[src/rtl/fpatch_pkg.sv]
package fpatch_pkg;
  localparam int BYTE_W = 8;
  typedef enum logic [1:0] {
    SEG_LOW  = 2'd0,
    SEG_MID  = 2'd1,
    SEG_BANK = 2'd2
  } addr_seg_e;
endpackage

[src/rtl/fpatch_chan.sv]
module fpatch_chan
  import fpatch_pkg::*;
#(
  parameter int ADDR_W = 24,
  parameter int REG_AW = 3,
  parameter int CH_IDX = 0
) (
  input  logic              clk,
  input  logic              rst_n,
  input  logic              wr_en,
  input  logic [REG_AW-1:0] wr_addr,
  input  logic [7:0]        wr_data,
  input  logic              en_i,
  input  logic [ADDR_W-1:0] fetch_addr,
  output logic [ADDR_W-1:0] addr_o,
  output logic              match_o
);
  localparam int NSEG = ADDR_W / BYTE_W;
  localparam int BASE = CH_IDX * NSEG;

  logic [ADDR_W-1:0] addr_q;

  for (genvar s = 0; s < NSEG; s++) begin : g_seg
    localparam logic [REG_AW-1:0] OFS = REG_AW'(BASE + s);
    always_ff @(posedge clk or negedge rst_n) begin
      if (!rst_n)
        addr_q[s*BYTE_W +: BYTE_W] <= '0;
      else if (wr_en && wr_addr == OFS)
        addr_q[s*BYTE_W +: BYTE_W] <= wr_data;
    end
  end

  assign addr_o  = addr_q;
  assign match_o = en_i && (fetch_addr == addr_q);

  // a disabled channel never reports a match
  p_disabled_quiet_r2: assert property (@(posedge clk) disable iff (!rst_n)
    !en_i |-> !match_o);

  // a byte write reaches the compare register on the next edge
  p_byte_update_r9: assert property (@(posedge clk) disable iff (!rst_n)
    (wr_en && wr_addr == REG_AW'(BASE)) |=> addr_q[7:0] == $past(wr_data));
endmodule

[src/rtl/fpatch_rom_dec.sv]
module fpatch_rom_dec #(
  parameter int                ADDR_W    = 24,
  parameter logic [ADDR_W-1:0] ROM_BASE  = 24'hFE0000,
  parameter logic [ADDR_W-1:0] ROM_LIMIT = 24'hFEFFFF
) (
  input  logic [ADDR_W-1:0] addr_i,
  output logic              in_rom_o
);
  assign in_rom_o = (addr_i >= ROM_BASE) && (addr_i <= ROM_LIMIT);
endmodule

[src/rtl/fpatch_status.sv]
module fpatch_status #(
  parameter int NUM_CH = 2
) (
  input  logic              clk,
  input  logic              rst_n,
  input  logic [NUM_CH-1:0] set_i,
  input  logic [NUM_CH-1:0] clr_i,
  output logic [NUM_CH-1:0] hit_o
);
  logic [NUM_CH-1:0] hit_q;

  always_ff @(posedge clk or negedge rst_n) begin
    if (!rst_n) hit_q <= '0;
    else        hit_q <= (hit_q & ~clr_i) | set_i;
  end

  assign hit_o = hit_q;

  // a flag without a clear stays set
  p_sticky_hold_r7: assert property (@(posedge clk) disable iff (!rst_n)
    1'b1 |=> ((hit_q & $past(hit_q & ~clr_i)) == $past(hit_q & ~clr_i)));

  // a set always lands, even against a clear
  p_set_wins_r7: assert property (@(posedge clk) disable iff (!rst_n)
    (|set_i) |=> ((hit_q & $past(set_i)) == $past(set_i)));
endmodule

[src/rtl/fetch_patch_unit.sv]
module fetch_patch_unit #(
  parameter int                NUM_CH    = 2,
  parameter int                ADDR_W    = 24,
  parameter logic [ADDR_W-1:0] ROM_BASE  = 24'hFE0000,
  parameter logic [ADDR_W-1:0] ROM_LIMIT = 24'hFEFFFF,
  parameter logic [7:0]        TRAP_OP   = 8'h01,
  parameter int                REG_AW    = $clog2(NUM_CH * (ADDR_W / 8) + 2)
) (
  input  logic              clk,
  input  logic              rst_n,
  input  logic              reg_wr_en,
  input  logic [REG_AW-1:0] reg_wr_addr,
  input  logic [7:0]        reg_wr_data,
  input  logic [REG_AW-1:0] reg_rd_addr,
  output logic [7:0]        reg_rd_data,
  input  logic              fetch_valid_i,
  output logic              fetch_ready_o,
  input  logic [ADDR_W-1:0] fetch_addr_i,
  input  logic [7:0]        fetch_data_i,
  output logic              code_valid_o,
  input  logic              code_ready_i,
  output logic [7:0]        code_data_o,
  output logic [NUM_CH-1:0] hit_o
);
  localparam int NSEG = ADDR_W / 8;
  localparam logic [REG_AW-1:0] CTRL_OFS = REG_AW'(NUM_CH * NSEG);
  localparam logic [REG_AW-1:0] STAT_OFS = REG_AW'(NUM_CH * NSEG + 1);

  logic [NUM_CH-1:0] en_q;
  logic [NUM_CH-1:0] chan_match;
  logic [ADDR_W-1:0] chan_addr [NUM_CH];
  logic              in_rom;
  logic              accepted;
  logic              substitute;
  logic [NUM_CH-1:0] hit_set;
  logic [NUM_CH-1:0] hit_clr;

  always_ff @(posedge clk or negedge rst_n) begin
    if (!rst_n)                                   en_q <= '0;
    else if (reg_wr_en && reg_wr_addr == CTRL_OFS) en_q <= reg_wr_data[NUM_CH-1:0];
  end

  for (genvar c = 0; c < NUM_CH; c++) begin : g_ch
    fpatch_chan #(.ADDR_W(ADDR_W), .REG_AW(REG_AW), .CH_IDX(c)) u_chan (
      .clk       (clk),
      .rst_n     (rst_n),
      .wr_en     (reg_wr_en),
      .wr_addr   (reg_wr_addr),
      .wr_data   (reg_wr_data),
      .en_i      (en_q[c]),
      .fetch_addr(fetch_addr_i),
      .addr_o    (chan_addr[c]),
      .match_o   (chan_match[c])
    );
  end

  fpatch_rom_dec #(.ADDR_W(ADDR_W), .ROM_BASE(ROM_BASE), .ROM_LIMIT(ROM_LIMIT)) u_rom (
    .addr_i  (fetch_addr_i),
    .in_rom_o(in_rom)
  );

  assign accepted      = fetch_valid_i && code_ready_i;
  assign substitute    = in_rom && (|chan_match);
  assign code_data_o   = substitute ? TRAP_OP : fetch_data_i;
  assign code_valid_o  = fetch_valid_i;
  assign fetch_ready_o = code_ready_i;
  assign hit_set       = chan_match & {NUM_CH{accepted && in_rom}};
  assign hit_clr       = (reg_wr_en && reg_wr_addr == STAT_OFS) ? reg_wr_data[NUM_CH-1:0] : '0;

  fpatch_status #(.NUM_CH(NUM_CH)) u_stat (
    .clk  (clk),
    .rst_n(rst_n),
    .set_i(hit_set),
    .clr_i(hit_clr),
    .hit_o(hit_o)
  );

  always_comb begin
    reg_rd_data = '0;
    for (int c = 0; c < NUM_CH; c++)
      for (int s = 0; s < NSEG; s++)
        if (reg_rd_addr == REG_AW'(c * NSEG + s))
          reg_rd_data = chan_addr[c][s*8 +: 8];
    if (reg_rd_addr == CTRL_OFS) reg_rd_data[NUM_CH-1:0] = en_q;
    if (reg_rd_addr == STAT_OFS) reg_rd_data[NUM_CH-1:0] = hit_o;
  end

  // an enabled in-window match yields the trap opcode
  p_trap_on_hit_r3: assert property (@(posedge clk) disable iff (!rst_n)
    (fetch_valid_i && in_rom && (|chan_match)) |-> code_data_o == TRAP_OP);

  // fetches outside the ROM window are never altered
  p_outside_pass_r4: assert property (@(posedge clk) disable iff (!rst_n)
    (fetch_valid_i && !in_rom) |-> code_data_o == fetch_data_i);

  // no match means pass-through
  p_nomatch_pass_r5: assert property (@(posedge clk) disable iff (!rst_n)
    (fetch_valid_i && !(|chan_match)) |-> code_data_o == fetch_data_i);

  // handshake passes straight through
  p_handshake_r10: assert property (@(posedge clk) disable iff (!rst_n)
    (code_valid_o == fetch_valid_i) && (fetch_ready_o == code_ready_i));

  // no accepted fetch and no clear leaves the flags alone
  p_stall_noset_r10: assert property (@(posedge clk) disable iff (!rst_n)
    (!accepted && !(reg_wr_en && reg_wr_addr == STAT_OFS)) |=> $stable(hit_o));
endmodule

[config.mk]
export PLATFORM = sky130hd
export DESIGN_NAME = fetch_patch_unit
export DESIGN_NICKNAME = d
export VERILOG_FILES = /design/src/rtl/fpatch_pkg.sv /design/src/rtl/fpatch_chan.sv /design/src/rtl/fpatch_rom_dec.sv /design/src/rtl/fpatch_status.sv /design/src/rtl/fetch_patch_unit.sv
export SDC_FILE = /design/constraint.sdc
export NUM_CORES = 1
export LEC_CHECK = 0
export BUFFER_PORTS_ARGS = -buffer_cell sky130_fd_sc_hd__buf_2
export CORE_UTILIZATION = 35
export CTS_BUF_LIST = sky130_fd_sc_hd__clkbuf_16
export CTS_CLUSTER_DIAMETER = 80
export CTS_CLUSTER_SIZE = 10
export DETAILED_ROUTE_END_ITERATION = 10
export PLACE_DENSITY = 0.55
export SLEW_MARGIN = 20
export SYNTH_ARGS = -nofsm -noshare
export SYNTH_HDL_FRONTEND = slang
export SYNTH_SLANG_ARGS = --single-unit
[constraint.sdc]
create_clock -name clk -period 2.6 [get_ports clk]
set_input_delay 0.65 -clock clk [delete_from_list [all_inputs] [get_ports clk]]
set_output_delay 0.65 -clock clk [all_outputs]
set_load 0.01 [all_outputs]
Word level (Yosys, flattened, before mapping)
Cells that the tools add are included.

storage, ports and cells
  register bits after elaboration = 52
  latch bits = 0
  memory bits (writable) = 0
  ROM bits = 0
  input port bits = 51
  output and inout port bits = 20
  word-level logic and storage cells = 57
  memories = 0

cells by class
  add/subtract/negate cells = 0
  multipliers = 0
  div/mod/pow operators = 0
  magnitude comparators = 2
  eq/ne operators = 16
  shift operators = 0
  multiplexer cells = 10
  bitwise operators = 4
  reductions and logical operators = 17

operators with widths
  operator                                                   count
  two-way mux 8 bit                                          7
  equality test 24 bit                                       2
  equality test 3 bit, second input constant                 8
  greater-or-equal comparator 24 bit, second input constant  1
  less-or-equal comparator 24 bit, second input constant     1
  logical AND 1 bit                                          14
  equality test 3 x 2 -> 1 bit, second input constant        4
  equality test 3 x 1 -> 1 bit, second input constant        2
  logical NOT 3 bit                                          2
  two-way mux 2 bit                                          3
  AND 2 bit                                                  2
  inverter 2 bit                                             1
  OR 2 bit                                                   1
  OR reduction 2 bit                                         1

Longest topological paths before layout
Gate-level depths: netlist of the first run.

  depth after elaboration = 9
  depth in mapped cells = 8
  gate-level depth less buffers = 6

By module
A second synthesis of the first run with hierarchy kept.

second synthesis, totals
  cells, all modules = 256
  area total of the unflattened synthesis = 3143.0 µm²

modules (own cells, without submodules)
  module                        times used  cells an instance  area each (µm²)  seq. area each (µm²)
  fpatch_chan (g_ch[0].u_chan)  1           86                 1189.9           600.6
  fpatch_chan (g_ch[1].u_chan)  1           86                 1184.9           600.6
  fetch_patch_unit              1           75                 676.9            50.0
  fpatch_status                 1           6                  72.6             50.0
  fpatch_rom_dec                1           3                  18.8             0.0

Worst setup path before layout of the first run
OpenSTA, ideal clock, no wires.

  path type = input -> output
  start point = input fetch_addr_i[11]
  end point = output code_data_o[0]
  arrival time = 1.715 ns
  required time = 1.950 ns
  setup slack = 0.235 ns
  cell stages on the path = 6
  buffers on the path = 0
  path through = xnor2_1 > nand4_1 > nor4_1 > nand4_1 > a21boi_2 > or2_1

on the way
  longest elaborated chain between the ends = 5
  elaborated cells on any way between the ends = 10
  those cells by class = order compare: 2; eq/ne: 2; mux: 1; reduce/logical: 5

ends and longest elaborated chain
  what                                                                                        RTL line                RTL
  from (decl)                                                                                 fetch_patch_unit.sv:18  input logic [ADDR_W-1:0] fetch_addr_i,
  parallel branches: the longest is 3 deep, another holds greater-or-equal comparator 24 bit  --
  logical AND 1 bit (*)                                                                       fetch_patch_unit.sv:63  assign substitute = in_rom && (|chan_match);
  two-way mux 8 bit (*)                                                                       fetch_patch_unit.sv:64  assign code_data_o = substitute ? TRAP_OP : fetch_data_i;
  to (decl)                                                                                   fetch_patch_unit.sv:22  output logic [7:0] code_data_o,

Every way passes the cells marked *.

Worst setup path in the final report of the first run
  start point = input fetch_addr_i[11]
  end point = output code_data_o[5]

Same word-level chain as after synthesis.

==> results of run 1 <==
## state kept, by name (all words and copies together) (netlist names)
register,count
en_q,2
u_stat.hit_o,2
g_ch.u_chan.addr_o,48
## layout make-up
class | count | area, um2 | share of cell area
clock buffers | 5 | 125.1 | 0.03081
clock inverters | 3 | 47.55 | 0.01171
multi-input cells | 210 | 1803 | 0.4439
flip-flops and latches | 52 | 1303 | 0.3207
well taps | 105 | 131.4 | 0.03235
repair buffers | 100 | 651.9 | 0.1605
## power by group through the flow
stage	Sequential, W	Combinational (W)	Clock [W]
2_1_floorplan	0.00112	0.000457	0
3_3_place_gp	0.00118	0.000663	0
3_5_place_dp	0.00118	0.000674	0
4_1_cts	0.00118	0.000718	0.000775
5_1_grt	0.00121	0.000800	0.000803
6_report	0.00118	0.000730	0.000756
## worst max-delay path by stage
stage,from,to,slack (ps),cells past startpoint
2_1_floorplan,fetch_addr_i[11],code_data_o[0],240,6
3_3_place_gp,fetch_addr_i[11],code_data_o[1],-130,9
3_5_place_dp,fetch_addr_i[11],code_data_o[4],-220,9
4_1_cts,fetch_addr_i[0],code_data_o[4],-100,9
5_1_grt,fetch_addr_i[11],code_data_o[7],-240,9
6_report,fetch_addr_i[11],code_data_o[5],-140,9
## metal layers
| metal | share of wire | GRT usage | up-vias | routed length [um] |
|---|---|---|---|---|
| met5 | 0 | 0 | - | 0 |
| met4 | 0.021 | 0.06468 | 0 | 183 |
| met3 | 0.045 | 0.03190 | 11 | 397 |
| met2 | 0.47 | 0.3560 | 75 | 4189 |
| met1 | 0.46 | 0.2827 | 1237 | 4077 |
| li1 | - | - | 1178 | - |
## synth_stat cells
library cell	instances	area, um2
xor2_1	22	192.7
a22o_1	3	26.28
clkbuf_1	4	15.01
mux2i_1	12	120.1
or2_2	1	6.260
nor2b_1	11	68.82
nand2_1	6	22.52
mux2_2	50	563.0
a22oi_1	5	37.54
nor3b_2	2	25.02
o21ai_0	14	70.07
a31oi_1	2	12.51
nand3_1	5	25.02
nor4_1	6	37.54
buf_1	1	3.750
a211oi_1	2	15.01
nand3b_1	1	7.510
nand4b_1	3	26.28
nor2_1	11	41.29
or2_1	1	6.260
buf_2	6	30.03
nand4_1	9	56.30
a21oi_1	10	50.05
a21o_1	2	15.01
xnor2_1	26	227.7
a21boi_2	1	11.26
nand2b_1	1	6.260
buf_4	2	15.01
dfrtp_1	52	1301
nor3_2	2	20.02
nor3_1	2	10.01
## cell usage in the layout, fill, tap and decap left out, types with 2 or more instances in the layout
master     count
a21oi_1       10
nand4b_1       3
nand4_1        9
buf_4         30
clkbuf_16      5
nor4_1         5
dfrtp_1       51
o21ai_0       14
xnor2_1       15
buf_8          3
mux2i_1       12
a22o_1         3
nor2b_1       10
nor3_1         2
a31oi_1        2
xor2_1        22
a21o_1         2
nand3_1        5
xnor2_2       10
nor2_1        11
mux2_2        50
buf_6          5
a22oi_1        5
buf_2         61
a211oi_1       2
clkinv_4       2
nand2_1        6
nor3b_2        2
nor3_2         2
## through the flow
stage / hold WS [ps] / total power [W] / setup WS (ps) / utilization / cells
after global placement: 537.3 / 0.001841 / -130.1 / 0.4434 / 464
after global routing: 379.7 / 0.002812 / -238.3 / 0.4869 / 475
after floorplan: 354.4 / 0.001575 / 235.5 / - / 275
after CTS: 355.5 / 0.002673 / -99.63 / 0.4799 / 473
after detailed placement: 545.0 / 0.001857 / -217.3 / 0.4434 / 464
final: 341.7 / 0.002669 / -139.5 / 0.4869 / 475
## kinds of logic after synthesis
kind of cell    synth area share
mux                       0.2229
compound gates           0.07755
xor+xnor                  0.1371
flops                     0.4245
buf+inv                  0.02081
simple gates              0.1171
## repair_timing
action	4_1_cts	5_1_grt
cloned	0	0
setup buffers	1	2
gates resized for setup	23	12
setup endpoints to repair	8	8
pin swaps	12	9
==> impl_metrics.json, run 1 <==
{
  "outcome": "complete, but fails checks",
  "violations": "setup timing",
  "wl_um": 8847,
  "fillers": 795,
  "vias_per_cell": 5.265,
  "syn-cell-area_um2": 3065,
  "dr.pass1.iters": 4,
  "synth_cells": 275,
  "share_comb_of_total_power": 0.274,
  "synthToLayoutAreaGrowth_pct": 32.49,
  "timing.final.hold_violations": 0,
  "grt-ovfl-total": 0,
  "path_class": "in -> out",
  "path_cells": "buf_8 > xnor2_4 > nand4_1 > nor4_1 > nand4_1 > a21boi_2 > buf_6 > nor2b_1 > buf_2",
  "cts.sinks": 52,
  "startpoint_type": "primary input",
  "final_cell_area_um2": 4061,
  "hold_class": "in -> async",
  "r2r_end": "u_stat.hit_o[0]$_DFF_PN0_",
  "die_h_um": 95.59,
  "ant_nets": 0,
  "slew_violations": 0,
  "die_w_um": 95.59,
  "grt_pass1_vias": 2576,
  "yosysWarnings": 0,
  "synthDistinctLibCells": 31,
  "hpwl_um": 6729,
  "drc_errors": 0,
  "end_kind": "output pin",
  "antenna_found_initial": 0,
  "post-route-period-util": 1.054,
  "ctsHoldBuffers": 0,
  "cts_buffers": 5,
  "drv_cap": 0,
  "crit_slowest_cell": "nor4_1",
  "placed_cell_area_um2": 3699,
  "required_ps": 1950,
  "cts_root_buffer": "clkbuf_16",
  "clkTransAtPathRegs_ps": 70,
  "globalplace.congestion": 0.9187,
  "pwr_density_cell_nw_per_um2": 657.1,
  "tns_ps": -1020,
  "ff2ff_path_depth": 7,
  "skew_ps": 3.515,
  "cts_tree": "yes",
  "seq_power_share": 0.443,
  "rsz0062_at_grt": "true",
  "slew_headroom": 0.6256,
  "r2r_setup_slack_ps": 840,
  "track_usage": 0.2126,
  "p_switching_w": 0.0008089,
  "path_delay_family": "simple AND/OR/NAND/NOR gates",
  "io_pins": 71,
  "num_rows": 33,
  "crit_buf_inv": 3,
  "p_sw_frac": 0.3031,
  "synth.avg_cell_area_um2": 11.15,
  "vias": 2501,
  "clk_latency_ps": 290,
  "drive_above_1_share": 0.4811,
  "syn-num-nets": 326,
  "finalCriticalPeriod_ps": 2740,
  "ys_seq_area_frac": 0.4245,
  "p_leak_nw": 1.818,
  "cpPeakStageDelay_ps": 290,
  "arrival_ps": 2090,
  "port_buffers": 70,
  "antennaDiodeCount": 0,
  "p_clk_frac": 0.283,
  "finalNetCount": 420,
  "setup_slack_ps": -139.5,
  "grt_pass1_wl_um": 13990,
  "crit_path_frequent_cell": "nand4_1",
  "coreArea_um2": 8341,
  "setup_viol": 8,
  "max_freq_mhz": 365.0,
  "reg2reg_from": "g_ch[0].u_chan.addr_o[1]$_DFFE_PN0P_",
  "drt_iter0_markers": 75,
  "drt-wirelength-per-cell_um": 18.63,
  "grt_max_degree": 31,
  "initial_core_util": 0.3675,
  "synth_seq_cells": 52,
  "clockBufferDepth": 2,
  "tightest_slew_ps": 561.6,
  "intPower_w": 0.001860,
  "h-tree-depth": 2,
  "cp_max_fo": 7,
  "dieArea_um2": 9136,
  "peakVddDrop_v": 0.0004323
}
(Power assumes the default switching activity.)
==> inputs of run 2 (changes only) <==
--- a/config.mk
+++ b/config.mk
@@ -6,12 +6,13 @@
 export NUM_CORES = 1
 export LEC_CHECK = 0
 export BUFFER_PORTS_ARGS = -buffer_cell sky130_fd_sc_hd__buf_2
-export CORE_UTILIZATION = 35
+export CORE_MARGIN = 2
+export CORE_UTILIZATION = 54
 export CTS_BUF_LIST = sky130_fd_sc_hd__clkbuf_16
 export CTS_CLUSTER_DIAMETER = 80
 export CTS_CLUSTER_SIZE = 10
 export DETAILED_ROUTE_END_ITERATION = 10
-export PLACE_DENSITY = 0.55
+export PLACE_DENSITY = 0.79
 export SLEW_MARGIN = 20
 export SYNTH_ARGS = -nofsm -noshare
 export SYNTH_HDL_FRONTEND = slang
==> run 2 against run 1 <==
Against the previous run: the flow still finishes with violations (setup timing); non-clock buffer count is 1 lower; via count rose by 2.8%; wire length shrank 1.2%; worst setup slack got worse by 70 ps; die area decreased by 31%; critical endpoint is now code_data_o[0]; largest cell class unchanged; largest power group unchanged.
==> impl_metrics.json, run 2 (same netlist as run 1, synthesis figures left out) <==
{
  "coreArea_um2": 5507,
  "hpwl_um": 6161,
  "die_h_um": 79.35,
  "grt_pass1_wl_um": 13610,
  "required_ps": 1950,
  "timing.final.hold_violations": 0,
  "cp_max_fo": 8,
  "final_common_cell": "buf_2",
  "die_w_um": 79.35,
  "ctsHoldBuffers": 0,
  "grt_max_degree": 53,
  "finalCriticalPeriod_ps": 2809,
  "post-route-period-util": 1.080,
  "path_delay_family": "simple AND/OR/NAND/NOR gates",
  "finalNetCount": 419,
  "skew_ps": 5.066,
  "end_kind": "output pin",
  "dp.cells": 431,
  "synthToLayoutAreaGrowth_pct": 29.06,
  "track_usage": 0.2918,
  "dr.pass1.iters": 4,
  "arrival_ps": 2160,
  "startpoint_type": "primary input",
  "share_comb_of_total_power": 0.279,
  "grt_pass1_vias": 2544,
  "drive_above_1_share": 0.4743,
  "p_leak_nw": 1.778,
  "vias_per_cell": 5.828,
  "crit_slowest_cell": "a21boi_4",
  "initial_core_util": 0.5567,
  "hold_class": "in -> async",
  "drv_cap": 0,
  "cts_root_buffer": "clkbuf_16",
  "port_buffers": 70,
  "path_class": "in -> out",
  "ant_nets": 0,
  "clk_latency_ps": 290,
  "clockBufferDepth": 2,
  "drt_iter0_markers": 283,
  "globalplace.congestion": 0.9314,
  "slew_headroom": 0.5498,
  "setup_slack_ps": -209.1,
  "cp-startpoint": "fetch_addr_i[16]",
  "crit_buf_inv": 2,
  "cts.sinks": 52,
  "fillers": 403,
  "peakVddDrop_v": 0.0004166,
  "violations": "setup timing",
  "p_switching_w": 0.0008086,
  "p_sw_frac": 0.3056,
  "final_cells": 441,
  "setup_viol": 8,
  "seq_power_share": 0.444,
  "num_rows": 27,
  "largest_reg_flops": 48,
  "io_pins": 71,
  "p_clk_frac": 0.277,
  "pwr_density_cell_nw_per_um2": 668.8,
  "vias": 2570,
  "final_cell_mix": "buf_2 (66), dfrtp_1 (52), mux2_2 (50), buf_4 (29), xor2_1 (22)",
  "max_freq_mhz": 356.0,
  "grt-ovfl-total": 0,
  "reg2reg_from": "g_ch[0].u_chan.addr_o[16]$_DFFE_PN0P_",
  "wl_um": 8738,
  "antenna_found_initial": 0,
  "drt-wirelength-per-cell_um": 19.81,
  "intPower_w": 0.001837,
  "cts_buffers": 5,
  "final_cell_area_um2": 3956,
  "cpPeakStageDelay_ps": 310,
  "path_cells": "buf_2 > xnor2_2 > nand4_1 > nor4_2 > nand4_1 > a21boi_4 > or2_1 > buf_2",
  "placed_cell_area_um2": 3645,
  "rsz0062_at_grt": "true",
  "dp_slack_ps": -238.5,
  "dieArea_um2": 6296,
  "slew_violations": 0,
  "tightest_slew_ps": 675.3,
  "outcome": "complete, but fails checks",
  "antennaDiodeCount": 0,
  "cts_tree": "yes",
  "clkTransAtPathRegs_ps": 70,
  "h-tree-depth": 2,
  "tns_ps": -1414,
  "drc_errors": 0
}
[run 2: power by group through the flow]
stage	registers [W]	clock network (W)	logic, W
CTS	0.00117	0.000742	0.000705
floorplan	0.00112	0	0.000457
detailed placement	0.00117	0	0.000671
finish	0.00118	0.000733	0.000738
global route	0.00119	0.000772	0.000798
global placement	0.00116	0	0.000657
[run 2: timing repair]
item                                    CTS  global route
buffers inserted                          1             1
hold endpoints to repair                  0             0
endpoints found under the setup margin    8            10
pin swaps                                13             9
gates cloned                              0             0
gates resized for setup                  15            13
[run 2: final timing paths]
check | end | slack, ps | depth (start not counted)
setup / recovery | code_data_o[0] | -210 | 8
hold / removal | g_ch[0].u_chan.addr_o[15]$_DFFE_PN0P_ | 470 | 2
setup reg to reg | u_stat.hit_o[0]$_DFF_PN0_ | 770 | 7
hold reg to reg | g_ch[1].u_chan.addr_o[11]$_DFFE_PN0P_ | 560 | 1
max in group asynchronous | g_ch[1].u_chan.addr_o[10]$_DFFE_PN0P_ | 1670 | 2
min in group clk | g_ch[1].u_chan.addr_o[11]$_DFFE_PN0P_ | 560 | 1
[run 2: area by class of cell]
| class | count | area, um2 | share of cell area |
|---|---|---|---|
| Clock buffer | 5 | 125.1 | 0.03163 |
| Clock inverter | 3 | 38.79 | 0.009804 |
| Multi-Input combinational cell | 210 | 1804 | 0.4560 |
| Sequential cell | 52 | 1301 | 0.3289 |
| Tap cell | 72 | 90.09 | 0.02277 |
| Timing Repair Buffer | 99 | 596.8 | 0.1509 |
[run 2: stage by stage]
step                total power [W]  utilization  hold WS, ps
finish                     0.002646       0.7185        469.1
global route               0.002764       0.7185        533.5
CTS                        0.002614       0.7096        493.4
detailed placement         0.001845       0.6619        545.5
global placement           0.001821       0.6619        536.1
floorplan                  0.001575            -        354.4
[run 2: metal layers]
layer / GRT usage / up-vias / part of all wire
li1: - / 1173 / -
met1: 0.3870 / 1239 / 0.39
met2: 0.4831 / 134 / 0.49
met3: 0.03864 / 24 / 0.086
met4: 0.1207 / 0 / 0.032
met5: 0 / - / 0
==> inputs of run 3 (changes only) <==
--- a/config.mk
+++ b/config.mk
@@ -6,7 +6,7 @@
 export NUM_CORES = 1
 export LEC_CHECK = 0
 export BUFFER_PORTS_ARGS = -buffer_cell sky130_fd_sc_hd__buf_2
-export CORE_MARGIN = 2
+export CORE_ASPECT_RATIO = 0.7
 export CORE_UTILIZATION = 54
 export CTS_BUF_LIST = sky130_fd_sc_hd__clkbuf_16
 export CTS_CLUSTER_DIAMETER = 80
==> run 3 against run 2 <==
Against the previous run: the flow still finishes with violations (setup timing); core utilization is 3.3 points higher; clock power is 8.3% lower; fmax is 3.2% higher; sequential power hardly changed; largest power group unchanged; worst setup slack better by 87 ps.
==> impl_metrics.json, run 3 (same netlist as run 1, synthesis figures left out) <==
{
  "rsz0062_at_grt": "true",
  "ant_nets": 0,
  "dr.pass1.iters": 5,
  "startpoint_type": "primary input",
  "grt_pass1_vias": 2580,
  "seq_power_share": 0.450,
  "hpwl_um": 6439,
  "r2r_setup_slack_ps": 980,
  "clk_latency_ps": 300,
  "setup_slack_ps": -121.9,
  "setup_viol": 8,
  "max_freq_mhz": 367.4,
  "required_ps": 1950,
  "grt-ovfl-total": 0,
  "slew_headroom": 0.5595,
  "skew_ps": 3.500,
  "final_cell_mix": "buf_2 (61), mux2_2 (50), dfrtp_1 (50), buf_4 (26), xor2_1 (22)",
  "p_sw_frac": 0.3289,
  "cp-startpoint": "fetch_addr_i[20]",
  "cp_max_fo": 7,
  "num_rows": 22,
  "p_clk_frac": 0.254,
  "io_pins": 71,
  "coreArea_um2": 5340,
  "antenna_found_initial": 0,
  "pwr_density_cell_nw_per_um2": 659.0,
  "wl_um": 9170,
  "drt_iter0_markers": 194,
  "drt-wirelength-per-cell_um": 20.98,
  "dieArea_um2": 5987,
  "finalCriticalPeriod_ps": 2722,
  "arrival_ps": 2070,
  "clockBufferDepth": 2,
  "vias_per_cell": 6.062,
  "track_usage": 0.3285,
  "drc_errors": 0,
  "final_cell_area_um2": 4015,
  "ff2ff_path_depth": 6,
  "tightest_slew_ps": 660.7,
  "final_common_cell": "buf_2",
  "die_w_um": 92.06,
  "p_switching_w": 0.0008703,
  "peakVddDrop_v": 0.0003754,
  "reg2reg_from": "g_ch[1].u_chan.addr_o[11]$_DFFE_PN0P_",
  "drive_above_1_share": 0.5096,
  "largest_reg_flops": 48,
  "outcome": "complete, but fails checks",
  "finalNetCount": 415,
  "globalplace.congestion": 0.9324,
  "drv_cap": 0,
  "violations": "setup timing",
  "hold_class": "in -> async",
  "clkTransAtPathRegs_ps": 70,
  "path_class": "in -> out",
  "initial_core_util": 0.5740,
  "fillers": 350,
  "intPower_w": 0.001776,
  "slew_violations": 0,
  "cts.sinks": 52,
  "r2r_end": "u_stat.hit_o[1]$_DFF_PN0_",
  "cts_buffers": 5,
  "grt_pass1_wl_um": 14300,
  "crit_path_end": "code_data_o[7]",
  "cts_root_buffer": "clkbuf_16",
  "synthToLayoutAreaGrowth_pct": 30.98,
  "antennaDiodeCount": 0,
  "multi_input_area_um2": 1883,
  "h-tree-depth": 2,
  "grt_max_degree": 30,
  "post-route-period-util": 1.047,
  "placed_cell_area_um2": 3622,
  "area.sequential_um2": 1304,
  "cts_tree": "yes",
  "timing.final.hold_violations": 0,
  "end_kind": "output pin",
  "vias": 2649,
  "share_comb_of_total_power": 0.296,
  "die_h_um": 65.04,
  "tns_ps": -879.0,
  "p_leak_nw": 1.816,
  "port_buffers": 70
}
## run 3: cell types whose count changed in the layout (fill, tap and decap cells not counted), moves of 2 or more
cell | previous run | this run
buf_2 | 66 | 61
xnor2_2 | 6 | 17
xnor2_1 | 19 | 8
buf_6 | 3 | 6
dfrtp_2 | 0 | 2
buf_4 | 29 | 26
dfrtp_1 | 52 | 50
## run 3: power groups by stage
stage          clock network [W]  registers [W]  logic [W]
3_5_place_dp                   0        0.00118   0.000675
6_report                0.000672        0.00119   0.000784
5_1_grt                 0.000719        0.00121   0.000837
3_3_place_gp                   0        0.00117   0.000656
4_1_cts                 0.000673        0.00118   0.000733
2_1_floorplan                  0        0.00112   0.000457
## run 3: worst max-delay path, stage by stage
cell and delay (ps):
buf_6 110, xnor2_1 210, nand4_1 140, nor4_2 250
nand4_1 180, a21boi_2 210, buf_6 140, nor2b_1 40
buf_2 130
## run 3: worst min-delay path by stage
stage	from	endpoint	depth (start not counted)
floorplan	rst_n	en_q[0]$_DFFE_PN0P_	0
global placement	en_q[1]$_DFFE_PN0P_	en_q[1]$_DFFE_PN0P_	1
detailed placement	g_ch[1].u_chan.addr_o[16]$_DFFE_PN0P_	g_ch[1].u_chan.addr_o[16]$_DFFE_PN0P_	1
CTS	rst_n	g_ch[0].u_chan.addr_o[13]$_DFFE_PN0P_	1
global route	rst_n	g_ch[1].u_chan.addr_o[5]$_DFFE_PN0P_	1
finish	rst_n	g_ch[0].u_chan.addr_o[13]$_DFFE_PN0P_	1
## run 3: per-layer routing
| layer | share of wire | wire length (um) | global-route usage | vias to the layer above |
|---|---|---|---|---|
| met5 | 0 | 0 | 0 | - |
| met4 | 0.029 | 263 | 0.08984 | 0 |
| met3 | 0.080 | 735 | 0.08216 | 26 |
| met2 | 0.47 | 4275 | 0.5308 | 141 |
| met1 | 0.42 | 3896 | 0.4423 | 1319 |
| li1 | - | - | - | 1163 |
## run 3: layout make-up
| class | instances | area share |
|---|---|---|
| Clock buffer | 5 | 0.03116 |
| Tap cell | 72 | 0.02244 |
| Multi-Input combinational cell | 210 | 0.4690 |
| Clock inverter | 3 | 0.005609 |
| Sequential cell | 52 | 0.3247 |
| Timing Repair Buffer | 95 | 0.1471 |
## run 3: through the flow
step / hold WS, ps / util / std cells / power, W / worst slack, ps
final: 378.5 / 0.7519 / 437 / 0.002646 / -121.9
after global routing: 425.2 / 0.7519 / 437 / 0.002768 / -225.6
after CTS: 401.3 / 0.7359 / 436 / 0.002583 / -64.95
after detailed placement: 541.9 / 0.6783 / 428 / 0.001851 / -165.0
after global placement: 525.4 / 0.6783 / 428 / 0.001822 / -127.7
after floorplan: 354.4 / - / 275 / 0.001575 / 235.5
## run 3: repair_timing
action / in CTS / in global routing
endpoints found under the setup margin: 10 / 10
resized for setup: 28 / 21
buffers inserted: 0 / 1
pin swaps: 12 / 13
hold buffers: 0 / 0
